$ cat config.mk
export PLATFORM = sky130hd
export DESIGN_NAME = audio_tx_fifo
export DESIGN_NICKNAME = d
export VERILOG_FILES = /design/src/rtl/audio_txq_pkg.sv /design/src/rtl/txq_pairer.sv /design/src/rtl/txq_store.sv /design/src/rtl/txq_irq.sv /design/src/rtl/audio_tx_fifo.sv
export SDC_FILE = /design/constraint.sdc
export NUM_CORES = 1
export LEC_CHECK = 0
export BUFFER_PORTS_ARGS = -buffer_cell sky130_fd_sc_hd__buf_4
export CELL_PAD_IN_SITES_DETAIL_PLACEMENT = 1
export CELL_PAD_IN_SITES_GLOBAL_PLACEMENT = 1
export CORE_MARGIN = 3
export CORE_UTILIZATION = 53
export DETAILED_ROUTE_END_ITERATION = 8
export GPL_TIMING_DRIVEN = 0
export PLACE_DENSITY_LB_ADDON = 0.1
export SKIP_LAST_GASP = 1
export SLEW_MARGIN = 20
export SYNTH_ARGS = -nofsm -noshare
export SYNTH_HDL_FRONTEND = slang
export SYNTH_HIERARCHICAL = 1
export SYNTH_SLANG_ARGS = --single-unit
$ cat constraint.sdc
create_clock -name clk -period 7.2 [get_ports clk]
set_input_delay 1.08 -clock clk [delete_from_list [all_inputs] [get_ports clk]]
set_output_delay 1.08 -clock clk [all_outputs]
set_load 0.01 [all_outputs]
$ cat src/rtl/audio_txq_pkg.sv
package audio_txq_pkg;

    localparam int SAMPLE_W       = 32;
    localparam int STAT_W         = 16;
    localparam int STAT_UFL_BIT   = 0;
    localparam int STAT_LVL_BIT   = 1;
    localparam int STAT_EMPTY_BIT = 2;
    localparam int STAT_FULL_BIT  = 12;

    typedef logic [SAMPLE_W-1:0] sample_t;

    typedef struct packed {
        sample_t left;
        sample_t right;
    } pair_t;

    typedef enum logic {
        LVL_HALF  = 1'b0,
        LVL_EMPTY = 1'b1
    } lvl_mode_e;

    // Level condition for a given fill and mode
    function automatic logic level_reached(input lvl_mode_e mode,
                                           input int unsigned fill,
                                           input int unsigned depth);
        if (mode == LVL_EMPTY)
            return fill == 0;
        return fill <= depth / 2;
    endfunction

endpackage

$ cat src/rtl/txq_pairer.sv
module txq_pairer
    import audio_txq_pkg::*;
(
    input  logic    clk,
    input  logic    rst,
    input  logic    flush,
    input  logic    wr,
    input  logic    wr_right,
    input  sample_t wdata,
    input  logic    full,
    output logic    push,
    output pair_t   push_pair
);

    sample_t left_q;
    logic    accept;

    assign accept = wr & ~full & ~flush;
    assign push   = accept & wr_right;

    always_comb begin
        push_pair.left  = left_q;
        push_pair.right = wdata;
    end

    always_ff @(posedge clk) begin
        if (rst || flush) begin
            left_q <= '0;
        end else if (accept && !wr_right) begin
            left_q <= wdata;
        end else if (push) begin
            left_q <= '0;
        end
    end

    AST_PAIR_CLEARS: assert property (@(posedge clk) disable iff (rst)
        push |=> (left_q == '0));

endmodule

$ cat src/rtl/txq_store.sv
module txq_store
    import audio_txq_pkg::*;
#(
    parameter int DEPTH = 8,
    localparam int PTR_W = (DEPTH > 1) ? $clog2(DEPTH) : 1,
    localparam int CNT_W = $clog2(DEPTH + 1)
)(
    input  logic             clk,
    input  logic             rst,
    input  logic             flush,
    input  logic             push,
    input  pair_t            push_pair,
    input  logic             pop,
    output pair_t            head,
    output logic [CNT_W-1:0] count,
    output logic             full,
    output logic             empty
);

    pair_t            mem [DEPTH];
    logic [PTR_W-1:0] wr_ptr;
    logic [PTR_W-1:0] rd_ptr;
    logic             do_push;
    logic             do_pop;

    function automatic logic [PTR_W-1:0] ptr_next(input logic [PTR_W-1:0] p);
        return (p == PTR_W'(DEPTH - 1)) ? '0 : p + 1'b1;
    endfunction

    assign full    = (count == CNT_W'(DEPTH));
    assign empty   = (count == '0);
    assign do_pop  = pop & ~empty;
    assign do_push = push & ~full;
    assign head    = empty ? '0 : mem[rd_ptr];

    always_ff @(posedge clk) begin
        if (do_push && !flush && !rst)
            mem[wr_ptr] <= push_pair;
    end

    always_ff @(posedge clk) begin
        if (rst || flush) begin
            wr_ptr <= '0;
            rd_ptr <= '0;
            count  <= '0;
        end else begin
            if (do_push)
                wr_ptr <= ptr_next(wr_ptr);
            if (do_pop)
                rd_ptr <= ptr_next(rd_ptr);
            case ({do_push, do_pop})
                2'b10:   count <= count + 1'b1;
                2'b01:   count <= count - 1'b1;
                default: count <= count;
            endcase
        end
    end

    AST_FILL_BOUND: assert property (@(posedge clk) disable iff (rst)
        count <= CNT_W'(DEPTH));
    AST_FLUSH_EMPTIES: assert property (@(posedge clk) disable iff (rst)
        flush |=> (count == '0));
    AST_PUSH_POP_HOLD: assert property (@(posedge clk) disable iff (rst)
        (push && pop && !empty && !full && !flush) |=> $stable(count));

endmodule

$ cat src/rtl/txq_irq.sv
module txq_irq
    import audio_txq_pkg::*;
#(
    parameter int DEPTH = 8,
    parameter int CNT_W = 4
)(
    input  logic             clk,
    input  logic             rst,
    input  logic             chan_en,
    input  logic             lvl_sel,
    input  logic             irq_en,
    input  logic             irq_ack,
    input  logic             pop_req,
    input  logic             empty,
    input  logic [CNT_W-1:0] count,
    output logic             ufl,
    output logic             level,
    output logic             irq
);

    logic ufl_set;

    assign ufl_set = pop_req & chan_en & empty;
    assign level   = chan_en &
                     level_reached(lvl_mode_e'(lvl_sel), 32'(count), DEPTH);
    assign irq     = irq_en & (level | ufl);

    always_ff @(posedge clk) begin
        if (rst)
            ufl <= 1'b0;
        else if (ufl_set)
            ufl <= 1'b1;
        else if (irq_ack)
            ufl <= 1'b0;
    end

    AST_UFL_SET: assert property (@(posedge clk) disable iff (rst)
        ufl_set |=> ufl);
    AST_UFL_STICKY: assert property (@(posedge clk) disable iff (rst)
        (ufl && !irq_ack) |=> ufl);

endmodule

$ cat src/rtl/audio_tx_fifo.sv
module audio_tx_fifo
    import audio_txq_pkg::*;
#(
    parameter int DEPTH = 8,
    localparam int CNT_W = $clog2(DEPTH + 1)
)(
    input  logic                clk,
    input  logic                rst,
    input  logic                chan_en,
    input  logic                host_wr,
    input  logic                host_sel_right,
    input  logic [SAMPLE_W-1:0] host_wdata,
    input  logic                lvl_sel,
    input  logic                irq_en,
    input  logic                irq_ack,
    input  logic                tx_pop,
    output logic [SAMPLE_W-1:0] tx_left,
    output logic [SAMPLE_W-1:0] tx_right,
    output logic                tx_avail,
    output logic [STAT_W-1:0]   status,
    output logic                irq
);

    logic             en_q;
    logic             flush;
    logic             push;
    pair_t            push_pair;
    pair_t            head;
    logic [CNT_W-1:0] count;
    logic             full;
    logic             empty;
    logic             ufl;
    logic             level;

    always_ff @(posedge clk) begin
        if (rst)
            en_q <= 1'b0;
        else
            en_q <= chan_en;
    end

    assign flush = en_q & ~chan_en;

    txq_pairer u_pairer (
        .clk       (clk),
        .rst       (rst),
        .flush     (flush),
        .wr        (host_wr),
        .wr_right  (host_sel_right),
        .wdata     (host_wdata),
        .full      (full),
        .push      (push),
        .push_pair (push_pair)
    );

    txq_store #(.DEPTH(DEPTH)) u_store (
        .clk       (clk),
        .rst       (rst),
        .flush     (flush),
        .push      (push),
        .push_pair (push_pair),
        .pop       (tx_pop & chan_en),
        .head      (head),
        .count     (count),
        .full      (full),
        .empty     (empty)
    );

    txq_irq #(.DEPTH(DEPTH), .CNT_W(CNT_W)) u_irq (
        .clk     (clk),
        .rst     (rst),
        .chan_en (chan_en),
        .lvl_sel (lvl_sel),
        .irq_en  (irq_en),
        .irq_ack (irq_ack),
        .pop_req (tx_pop),
        .empty   (empty),
        .count   (count),
        .ufl     (ufl),
        .level   (level),
        .irq     (irq)
    );

    assign tx_left  = head.left;
    assign tx_right = head.right;
    assign tx_avail = ~empty;

    always_comb begin
        status                 = '0;
        status[STAT_UFL_BIT]   = ufl;
        status[STAT_LVL_BIT]   = level;
        status[STAT_EMPTY_BIT] = empty;
        status[STAT_FULL_BIT]  = full;
    end

    AST_IDLE_NO_UFL: assert property (@(posedge clk) disable iff (rst)
        (tx_pop && !chan_en && !status[STAT_UFL_BIT]) |=> !status[STAT_UFL_BIT]);
    AST_IDLE_KEEPS: assert property (@(posedge clk) disable iff (rst)
        (tx_pop && !chan_en && en_q == 1'b0 && !host_wr) |=> $stable(tx_avail));

endmodule

==> key figures, run 1 <==
Drt
  – Vias post-DR: 11135
  – Drt drc: 0
  – Initial DRC count: approximately 860
  – DRT Wirelength: ~53000 um
  – Routed len/inst: approximately 28 um
  – Routed Antenna Nets: 0
  – 1st-pass router iterations: 5
  – Via density: around 5.9

Global routing
  – Vias in the first global route: between 10000 and 15000
  – Total grt overflow: 0
  – Maximum number of pins on one net before global-route repair: 21
  – Global-route wire length before repair: 78700 um
  – Antenna violations before repair: 0
  – Total Routing Usage GR: 0.244

Floorplanning
  – Die area: around 44000 um2
  – Initial Util: 0.538
  – Die height: roughly 210 um
  – IO Count: roughly 120
  – Die W: ~210 um
  – Number of cell rows: 74
  – Placeable Area: 40900 um2

Critical path
  – Worst R2R End: u_store/mem[1][31]$_DFFE_PP_
  – CP Cell Sequence: nor3_1 -> and2_1 -> nand2b_1 -> buf_4 -> buf_2 -> nor3b_2 -> nand4b_1 -> nor3_2 -> buf_4 -> buf_4 -> buf_6 -> buf_6 -> buf_4
  – Worst flop-to-flop path startpoint: u_store/count[2]$_SDFFE_PP0P_
  – Critical path's top delay family: simple AND/OR/NAND/NOR gates
  – CP Launch Type: register
  – R2r worst-path depth: 13
  – WP data arrival: around 4600 ps
  – Kind of critical path: reg -> reg
  – Critical Path RT: roughly 7500 ps
  – Critical Path Source: u_store/count[2]$_SDFFE_PP0P_
  – Stages on the worst setup path: 13
  – Worst Path Buf+Inv: 7
  – R2R setup slack: around 3000 ps
  – Most frequent CP cell: buf_4
  – CP max FO: 10
  – Critical Path End: u_store/mem[1][31]$_DFFE_PP_
  – Crit path largest cell delay: 810 ps
  – CP max stage cell: nor3_2
  – CP endpoint kind: register

Placed design
  – Port-buffer cells: between 100 and 150
  – Post-placement cell count: about 1800
  – Post-DP HPWL: about 34000 um
  – GPL Wtd Cong: between 0.7 and 0.8

Pwr
  – NetSw: between 1000 and 1500 uW
  – Internal: 5610 uW
  – IR drop worst, VDD: 0.000206 V
  – Leak: slightly below 0.009 uW
  – Flop pwr share: 0.506
  – Clock Power Share: 0.428
  – Combinational power share: 0.066
  – Power Dens Cells: 271 nW/um2
  – Sw Share: 0.208

CTS
  – CTS Buf Count: between 50 and 60
  – CTS tree: built
  – Root Driver: clkbuf_16
  – Clk sink count: about 560
  – # H-tree levels: 2
  – Hold_buf cts: 0
  – Cts repair resizes: 0
  – CTS clk-pin slew, worst paths: around 60 ps
  – Clk_lat worst skew: approximately 590 ps
  – Setup repair bufs after CTS: 0
  – Clk buf depth: 3

Logic synthesis
  – Async SR Flop Fraction: 0
  – Synth unique cells: 49
  – Top cells by area, synth: edfxtp_1 (70%), mux4_2 (13%), dfxtp_1 (4.3%), mux2i_1 (3.0%), buf_4 (2.0%)
  – Mapped cell area: between 20000 and 25000 um2
  – Area leader, netlist: edfxtp_1
  – Cells after Synth: between 1000 and 1500
  – Yosys top cell area share: 0.699
  – Synthesized flop and latch total: around 560
  – Synth Warn #: 6
  – Top_reg_cell synth: edfxtp_1
  – Synth Area per Inst: roughly 20 um2
  – Post-synth EDFFs: 512
  – Sequential area share after synthesis: 0.741

Finish
  – Most common cell after layout, fill and taps aside: edfxtp_1
  – Core Util, Final: 0.639
  – Area Overhead vs Synth: 18.9%
  – Commonest cells after routing, fill and taps aside: edfxtp_1 (512), buf_4 (176), mux4_2 (128), nor2_1 (73), mux2i_1 (66)
  – Share of layout cells above drive strength 1: 0.364
  – Final non-filler cell total: about 1900
  – Final nets: between 1000 and 1500
  – Antenna Cells: 0

STA
  – Least-Margin Pin Slew: 1060 ps
  – RSZ-0062 raised after global routing: no
  – Crit path time final: between 4000 and 5000 ps
  – Clock Skews: about 13 ps
  – Max-slew violation count: 0
  – Finish-stage setup viols: 0
  – Hold Vio Cnt, Final: 0
  – Period utilization: 0.591
  – Worst rel slew slack: 0.295
  – Max frequency: around 230 MHz

Status
  – Outcome: completed

Hold path
  – Worst min path class: reg -> reg

Flow run
  – Max_cap viols: 0
-- power groups by stage --
stage / clock network (uW) / registers [uW] / logic, uW
5_1_grt: 3210 / 3580 / 502
2_1_floorplan: 0 / 3640 / 258
3_5_place_dp: 0 / 3650 / 469
4_1_cts: 3080 / 3580 / 474
6_report: 3030 / 3580 / 466
3_3_place_gp: 0 / 3650 / 450
-- per-stage QoR --
step	instance area, um2	worst slack (ps)	setup TNS [ps]	total power (uW)	hold WS (ps)
final	26200	2940	0	7080	502
after global routing	26200	2750	0	7300	545
after CTS	26200	2930	0	7140	510
after detailed placement	24200	2600	0	4120	491
after global placement	23500	-4470	-841820	4100	486
after floorplan	22000	499	0	3900	450
-- layer usage --
| metal | track usage | up-vias | part of all wire | routed length [um] |
|---|---|---|---|---|
| li1 | - | 4768 | - | - |
| met1 | 0.338 | 5923 | 0.41 | 21700 |
| met2 | 0.414 | 377 | 0.51 | 27000 |
| met3 | 0.0384 | 67 | 0.058 | 3050 |
| met4 | 0.0603 | 0 | 0.020 | 1080 |
| met5 | 0 | - | 0 | 0 |
-- how the worst min path moves through the flow --
stage,cells past startpoint,startpoint,to
after global placement,2,u_store/rd_ptr[1]$_SDFFE_PP0N_,u_store/rd_ptr[1]$_SDFFE_PP0N_
final,2,u_irq/ufl$_SDFFE_PP0P_,u_irq/ufl$_SDFFE_PP0P_
after detailed placement,2,u_irq/ufl$_SDFFE_PP0P_,u_irq/ufl$_SDFFE_PP0P_
after CTS,2,u_irq/ufl$_SDFFE_PP0P_,u_irq/ufl$_SDFFE_PP0P_
after floorplan,2,u_store/rd_ptr[1]$_SDFFE_PP0N_,register
after global routing,2,u_store/wr_ptr[0]$_SDFFE_PP0P_,u_store/wr_ptr[0]$_SDFFE_PP0P_
-- cells in the mapped netlist (2+ instances only) --
master	number
edfxtp_1	512
nand2_1	38
or3_1	2
xor2_1	2
clkbuf_1	7
ha_1	7
nor2_1	79
nand3b_1	22
mux2i_1	66
nand3_1	2
dfxtp_1	47
buf_1	10
nor3_1	2
buf_6	6
nand2b_1	5
a21oi_2	20
and2_1	2
mux4_2	128
or2_2	2
a21oi_1	21
inv_1	7
buf_2	21
clkbuf_4	2
buf_4	60
nand3b_2	10
-- sequential cells by signal, indices dropped and copies added, names as in the netlist, named ones only --
name,flops
u_store/mem,512
u_pairer/left_q,32
u_store/count,4
u_store/rd_ptr,3
u_store/wr_ptr,3
en_q,1
u_irq/ufl,1
-- worst register-to-register path, delay by kind of cell (launching register included) --
kind,cells,cell delay (ps)
flops,1,460
buf+inv,7,1530
simple gates,6,1970
-- logic make-up after synthesis --
logic type | after synthesis | synth area share
other | 1 | 0.000170
xor gates and xnor gates | 2 | 0.000796
muxes | 194 | 0.161
DFF | 559 | 0.741
buffers and inverters | 115 | 0.0340
and+or+nand+nor | 177 | 0.0420
AOI/OAI and AO/OA | 48 | 0.0156
adders and majority gates | 8 | 0.00489
-- cell type report --
type | count | area (um2)
Fill cell | 3490 | 14800
Clock inverter | 30 | 399
Multi-Input combinational cell | 441 | 5040
Tap cell | 532 | 666
Sequential cell | 559 | 16300
Clock buffer | 71 | 1520
Buffer | 108 | 722
Inverter | 7 | 26.3
Timing Repair Buffer | 145 | 1470
Power figures use the tool's default switching activity.
==> run 2, diff against run 1 <==
Settings changed: CORE_UTILIZATION 53 to 48.
Clock period 7.2 ns to 3.4 ns, I/O delays scaled along.
==> key figures, run 2 (same netlist as run 1, synthesis figures left out) <==
Status
  – Outcome: completed

Drt
  – Initial DRC count: 823 (-4.7%)
  – 1st-pass router iterations: 5 (unchanged)
  – Routed Antenna Nets: 0 (unchanged)
  – Drt drc: 0 (unchanged)
  – Routed len/inst: 26.0 um (-6.8%)
  – DRT Wirelength: 51000 um (-3.5%)
  – Via density: 5.57 (-5.2%)
  – Vias post-DR: 10925 (-1.9%)

Finish
  – Final nets: 1370 (+0.29%)
  – Regs by FF count: u_store/mem x512, u_pairer/left_q x32, u_store/count x4
  – Share of layout cells above drive strength 1: 0.380 (+0.0157)
  – Area Overhead vs Synth: 20.2%
  – Sequential cell area: 16300 um2 (about the same)
  – Multi-input combinational cell area: 5060 um2 (+0.50%)
  – Commonest cells after routing, fill and taps aside: edfxtp_1 (512), buf_4 (172), mux4_2 (128), nor2_1 (73), mux2i_1 (65)
  – Largest register by flop count: u_store/mem
  – Antenna Cells: 0 (unchanged)
  – Most common cell after layout, fill and taps aside: edfxtp_1
  – Filler instances: 3861 (+11%)
  – Max reg flops: 512 (unchanged)

Floorplanning
  – Placeable Area: 44700 um2 (+9.2%)
  – IO Count: 123 (unchanged)
  – Initial Util: 0.492 (-0.0455)
  – Number of cell rows: 77 (+4.1%)
  – Die height: 220 um (+4.9%)
  – Die W: 220 um (+4.9%)
  – Die area: 48400 um2 (+10%)

Placed design
  – Post-DP HPWL: 33500 um (-0.16%)
  – GPL Wtd Cong: 0.718 (about the same)
  – Port-buffer cells: 110 (unchanged)

Global routing
  – Total grt overflow: 0 (unchanged)
  – Total Routing Usage GR: 0.217 (-0.0273)
  – Vias in the first global route: 11764 (-3.2%)
  – Antenna violations before repair: 1 (+1)
  – Global-route wire length before repair: 76400 um (-3.0%)
  – Maximum number of pins on one net before global-route repair: 21 (unchanged)

STA
  – Least-Margin Pin Slew: 830 ps (-228 ps)
  – Max frequency: roughly 300 MHz
  – Period utilization: 0.961
  – Clock Skews: 10.0 ps (-2.57 ps)
  – Crit path time final: roughly 3300 ps
  – Hold Vio Cnt, Final: 0 (unchanged)
  – Max-slew violation count: 0 (unchanged)
  – Setup TNS: 0 ps (unchanged)
  – RSZ-0062 raised after global routing: no
  – Worst rel slew slack: 0.446 (+0.152)
  – Finish-stage setup viols: 0 (unchanged)

CTS
  – # H-tree levels: 2 (unchanged)
  – Clk_lat worst skew: 600 ps (about the same)
  – CTS tree: built
  – Clk buf depth: 3 (unchanged)
  – CTS clk-pin slew, worst paths: 60 ps (about the same)
  – Hold_buf cts: 0 (unchanged)
  – Clk sink count: 559 (unchanged)
  – CTS Buf Count: 57 (+3.6%)
  – Root Driver: clkbuf_16

Critical path
  – WP data arrival: 2760 ps (-1790 ps)
  – Kind of critical path: reg -> out
  – CP max FO: 10 (unchanged)
  – Worst flop-to-flop path startpoint: u_store/count[1]$_SDFFE_PP0P_
  – CP endpoint kind: output port
  – Critical Path RT: 2890 ps (-4600 ps)
  – CP Cell Sequence: buf_2 -> buf_1 -> mux4_2 -> mux2i_1 -> nor2_1 -> buf_4
  – Worst R2R End: u_store/mem[2][54]$_DFFE_PP_
  – Crit path largest cell delay: 640 ps (-170 ps)
  – R2R setup slack: 210 ps (-2730 ps)
  – CP max stage cell: buf_1
  – CP Launch Type: register
  – R2r worst-path depth: 12 (-1)

Pwr
  – IR drop worst, VDD: 0.000423 V (+110%)
  – Leak: 0.00881 uW (+1.2%)
  – Tot Pwr: 15000 uW (+110%)
  – Sw Share: 0.209 (+0.00157)
  – Combinational power share: 0.066 (about the same)
  – Flop pwr share: 0.506 (about the same)
  – NetSw: 3140 uW (+110%)
  – Clock Power Share: 0.428 (about the same)
  – Internal: 11900 uW (+110%)
  – Power Dens Cells: 567 nW/um2 (+110%)

Hold path
  – Hold Path Depth: 2 (unchanged)
  – Worst min path class: in -> reg
  – Hold Path End: en_q$_SDFF_PP0_
  – Hold Path Origin: rst

Flow run
  – Max_cap viols: 0 (unchanged)
-- run 2: cell count changes in the layout (fill, tap and decap cells not counted), moves of 3 or more --
cell and delta:
clkbuf_8 +11, buf_1 -7, buf_4 -4, bufinv_16 -4, clkinv_1 -4, buf_16 +3
clkbuf_2 +3, clkinvlp_4 -3, dfxtp_1 -3
-- run 2: how the worst max path moves through the flow --
stage,startpoint,slack [ps],cells past startpoint,endpoint
floorplan,u_store/count[2]$_SDFFE_PP0P_,-460,10,u_store/mem[0][0]$_DFFE_PP_
global placement,host_sel_right,-2390,7,u_store/mem[0][30]$_DFFE_PP_
detailed placement,host_sel_right,-440,10,u_store/mem[0][25]$_DFFE_PP_
CTS,register,60,6,tx_right[9]
global route,u_store/count[0]$_SDFFE_PP0P_,30,5,tx_left[19]
finish,register,130,6,tx_right[9]
-- run 2: final cells by class --
type,count,share of cell area
Inverter,7,0.000994
Buffer,107,0.0281
Multi-Input combinational cell,441,0.191
Sequential cell,559,0.617
Timing Repair Buffer,148,0.0599
Clock inverter,22,0.0108
Tap cell,592,0.0280
Clock buffer,84,0.0634
-- run 2: worst max-delay path: cells and delay by family (launching register included) --
kind,cells,cell delay (ps)
AND/OR/NAND/NOR,1,70
flip-flops,1,320
multiplexers,2,650
buffers and inverters,3,1110
-- run 2: power groups by stage --
stage | Clock [uW] | Combinational, uW | Sequential (uW)
final | 6420 | 984 | 7590
after global placement | 0 | 969 | 7730
after global routing | 6840 | 1070 | 7590
after floorplan | 0 | 552 | 7710
after detailed placement | 0 | 998 | 7730
after CTS | 6560 | 1000 | 7590
-- run 2: metrics by stage --
stage,cells,hold slack [ps],setup slack (ps),util,cell area [um2]
floorplan,1115,450,-461,-,22100
global placement,1817,471,-2390,0.530,23700
detailed placement,1852,488,-437,0.547,24400
CTS,1961,76.4,56.3,0.592,26400
global route,1960,86.6,29.2,0.592,26400
finish,1960,117,134,0.592,26400
-- run 2: repair_timing --
action | 4_1_cts | 5_1_grt
endpoints found under the setup margin | 79 | 14
pin swaps | 3 | 0
resized for setup | 6 | 3
setup buffers | 3 | 0
endpoints found under the hold margin | 0 | 0
-- run 2: metal layers --
layer | track usage | up-vias | share of wire
met4 | 0.0464 | 0 | 0.018
met2 | 0.365 | 268 | 0.50
met3 | 0.0363 | 57 | 0.049
li1 | - | 4784 | -
met1 | 0.302 | 5816 | 0.43
met5 | 0 | - | 0
==> run 3, diff against run 2 <==
Settings changed: ABC_AREA set to 1, CORE_UTILIZATION 48 to 44, SLEW_MARGIN 20 to not set.
==> key figures, run 3 <==
STA
  – Max frequency: 314 MHz (+2.5%)
  – Max-slew violation count: 0 (unchanged)
  – Period utilization: 0.937 (-0.0237)
  – Crit path time final: 3190 ps (-80.7 ps)
  – Clock Skews: 15.1 ps (+5.08 ps)
  – Least-Margin Pin Slew: 817 ps (-13.2 ps)
  – Final worst setup slack: 214 ps (+80.7 ps)
  – Finish-stage setup viols: 0 (unchanged)
  – Hold Vio Cnt, Final: 0 (unchanged)
  – Worst hold slack: 133 ps (+15.6 ps)
  – RSZ-0062 raised after global routing: no
  – Worst rel slew slack: 0.455 (+0.00880)

Floorplanning
  – Die area: 59400 um2 (+23%)
  – Die height: 244 um (+11%)
  – IO Count: 123 (unchanged)
  – Placeable Area: 55500 um2 (+24%)
  – Number of cell rows: 86 (+12%)
  – Initial Util: 0.448 (-0.0445)
  – Die W: 244 um (+11%)

CTS
  – CTS Buf Count: 57 (unchanged)
  – Clk buf depth: 3 (unchanged)
  – # H-tree levels: 2 (unchanged)
  – Clk_lat worst skew: 620 ps (+20 ps)
  – CTS tree: built
  – CTS clk-pin slew, worst paths: 60 ps (about the same)
  – Clk sink count: 559 (unchanged)
  – Root Driver: clkbuf_16

Critical path
  – CP Launch Type: register
  – WP data arrival: 3690 ps (+930 ps)
  – CP endpoint kind: register
  – Worst flop-to-flop path startpoint: u_store/count[0]$_SDFFE_PP0P_
  – Worst R2R End: u_store/count[3]$_SDFFE_PP0P_
  – Critical Path End: u_store/count[3]$_SDFFE_PP0P_
  – Critical Path RT: 3910 ps (+1020 ps)
  – R2R setup slack: 210 ps (about the same)
  – Critical Path Source: u_store/count[0]$_SDFFE_PP0P_
  – Kind of critical path: reg -> reg
  – R2r worst-path depth: 15 (+3)
  – CP max FO: 10 (unchanged)

Logic synthesis
  – Count leader, synth: nand2_1
  – Top_reg_cell synth: edfxtp_1
  – Cells after Synth: 2423 (+120%)
  – Async SR Flop Fraction: 0 (unchanged)
  – Yosys top cell area share: 0.618 (-0.0803)
  – Top cells by count, synth: nand2_1 (836), edfxtp_1 (512), inv_1 (289)
  – Top cells by area, synth: edfxtp_1 (62%), nand2_1 (13%), inv_1 (4.4%), nand3_1 (4.0%), dfxtp_1 (3.8%)
  – Mapped cell area: 24900 um2 (+13%)
  – Post-synth EDFFs: 512 (unchanged)
  – Synth Warn #: 6 (unchanged)
  – Sequential area share after synthesis: 0.656 (-0.0852)
  – Synth Area per Inst: 10.3 um2 (-49%)
  – Area leader, netlist: edfxtp_1
  – Synthesized flop and latch total: 559 (unchanged)
  – Synth unique cells: 29 (-41%)

Pwr
  – Power Dens Cells: 577 nW/um2 (+1.9%)
  – Leak: 0.0126 uW (+42%)
  – IR drop worst, VDD: 0.000440 V (+4.0%)
  – NetSw: 4810 uW (+53%)
  – Combinational power share: 0.196 (+0.130)
  – Flop pwr share: 0.455 (-0.051)
  – Internal: 12000 uW (+1.6%)
  – Clock Power Share: 0.349 (-0.079)
  – Sw Share: 0.285 (+0.0762)

Placed design
  – Post-Place Cell Area: 27000 um2 (+11%)
  – GPL Wtd Cong: 0.867 (+21%)
  – Post-placement cell count: 3308 (+79%)
  – Place WS: -446 ps (-8.35 ps)
  – Post-DP HPWL: 48800 um (+46%)
  – Port-buffer cells: 110 (unchanged)

Finish
  – Area Overhead vs Synth: 17.3%
  – Commonest cells after routing, fill and taps aside: nand2_1 (834), edfxtp_1 (512), inv_1 (289), nand3_1 (200), buf_4 (190)
  – Antenna Cells: 0 (unchanged)
  – Max reg flops: 512 (unchanged)
  – Share of layout cells above drive strength 1: 0.207 (-0.173)
  – Final nets: 2705 (+97%)
  – Regs by FF count: u_store/mem x512, u_pairer/left_q x32, u_store/count x4
  – Most common cell after layout, fill and taps aside: nand2_1
  – Final non-filler cell total: 3451 (+76%)
  – Core Util, Final: 0.525 (-0.0661)
  – Largest register by flop count: u_store/mem
  – Fin area: 29200 um2 (+10%)

Hold path
  – Worst min path class: in -> reg
  – Hold Path Origin: rst

Global routing
  – Global-route wire length before repair: 111000 um (+45%)
  – Vias in the first global route: 18228 (+55%)
  – Total Routing Usage GR: 0.248 (+0.0313)
  – Total grt overflow: 0 (unchanged)
  – Antenna violations before repair: 0 (-1)
  – Maximum number of pins on one net before global-route repair: 28 (+33%)

Drt
  – Via density: 5.06 (-9.2%)
  – Initial DRC count: 1127 (+37%)
  – Routed Antenna Nets: 0 (unchanged)
  – Vias post-DR: 17466 (+60%)
  – 1st-pass router iterations: 5 (unchanged)
  – Drt drc: 0 (unchanged)
  – DRT Wirelength: 73600 um (+44%)
  – Routed len/inst: 21.3 um (-18%)

Flow run
  – Max_cap viols: 0 (unchanged)

Status
  – Outcome: completed
## run 3: cell count changes in the layout (fill, tap and decap cells not counted), moves of 41 or more
cell     previous run  this run
buf_2              23        64
nand2_2             0       120
mux2i_1            65         0
inv_1               7       289
nor2_1             73       143
nand3_1             2       200
mux4_2            128         0
nand2_1            38       834
## run 3: routing by layer
metal / routed length, um / GRT usage / share of wire / vias up
li1: - / - / - / 8185
met1: 31500 / 0.324 / 0.43 / 8771
met2: 36700 / 0.432 / 0.50 / 397
met3: 3340 / 0.0326 / 0.045 / 113
met4: 2090 / 0.0735 / 0.028 / 0
met5: 0 / 0 / 0 / -
## run 3: repair_timing
action                     4_1_cts  5_1_grt
setup endpoints to repair      524      513
resized for setup                3        5
setup buffers                   34        1
hold buffers                     0        0
pin swaps                        9        1
gates cloned                     2        0
## run 3: logic make-up (layout without fill, tap and decap cells)
kind of cell | count (synthesis) | in the layout | synth area share
fa+ha+maj | 8 | 8 | 0.00433
compound gates | 45 | 45 | 0.0124
other cells | 1 | 12 | 0.000151
flops | 559 | 559 | 0.656
xor+xnor | 1 | 1 | 0.000352
buf+inv | 462 | 729 | 0.0966
simple gates | 1347 | 1349 | 0.230
## run 3: layout make-up
cell class                 instances  area, um2
clock inverter                    30        163
inverter                         292       1100
sequential                       559      16300
tap                              748        936
timing repair buffer             161       1510
buffer                           170       1300
clock buffer                      76       1560
multi-input combinational       1415       6290
fill                            6115      26300
## run 3: stage by stage
step                      TNS (ps)  total power, uW
after floorplan            -144170             9650
after detailed placement   -144070            11100
final                            0            16800
after CTS                   -61570            17000
after global routing             0            17600
after global placement    -1354680            11000
## run 3: power groups by stage
stage | Clock, uW | Sequential (uW) | Combinational [uW]
after floorplan | 0 | 7780 | 1870
after global placement | 0 | 7820 | 3210
after detailed placement | 0 | 7820 | 3290
after CTS | 6000 | 7670 | 3320
after global routing | 6280 | 7680 | 3630
final | 5880 | 7670 | 3290
## run 3: worst min path at each step
| stage | to | slack (ps) | depth (start not counted) |
|---|---|---|---|
| finish | en_q$_SDFF_PP0_ | 130 | 2 |
| global route | en_q$_SDFF_PP0_ | 110 | 2 |
| CTS | en_q$_SDFF_PP0_ | 100 | 2 |
| detailed placement | register | 510 | 2 |
| global placement | u_store/count[0]$_SDFFE_PP0P_ | 490 | 1 |
| floorplan | u_store/count[0]$_SDFFE_PP0P_ | 470 | 1 |
## run 3: worst max-delay path: stages, from the launching register on
cell and delay (ps):
dfxtp_1 410, nor2_1 90, nand3_1 150, inv_1 110
nor2_4 210, nand2_4 120, buf_6 170, nor2_2 300
nand2_1 240, ha_1 320, ha_1 320, or2_2 320
nand3_1 110, nand3_1 100, nand2_1 80, inv_1 40
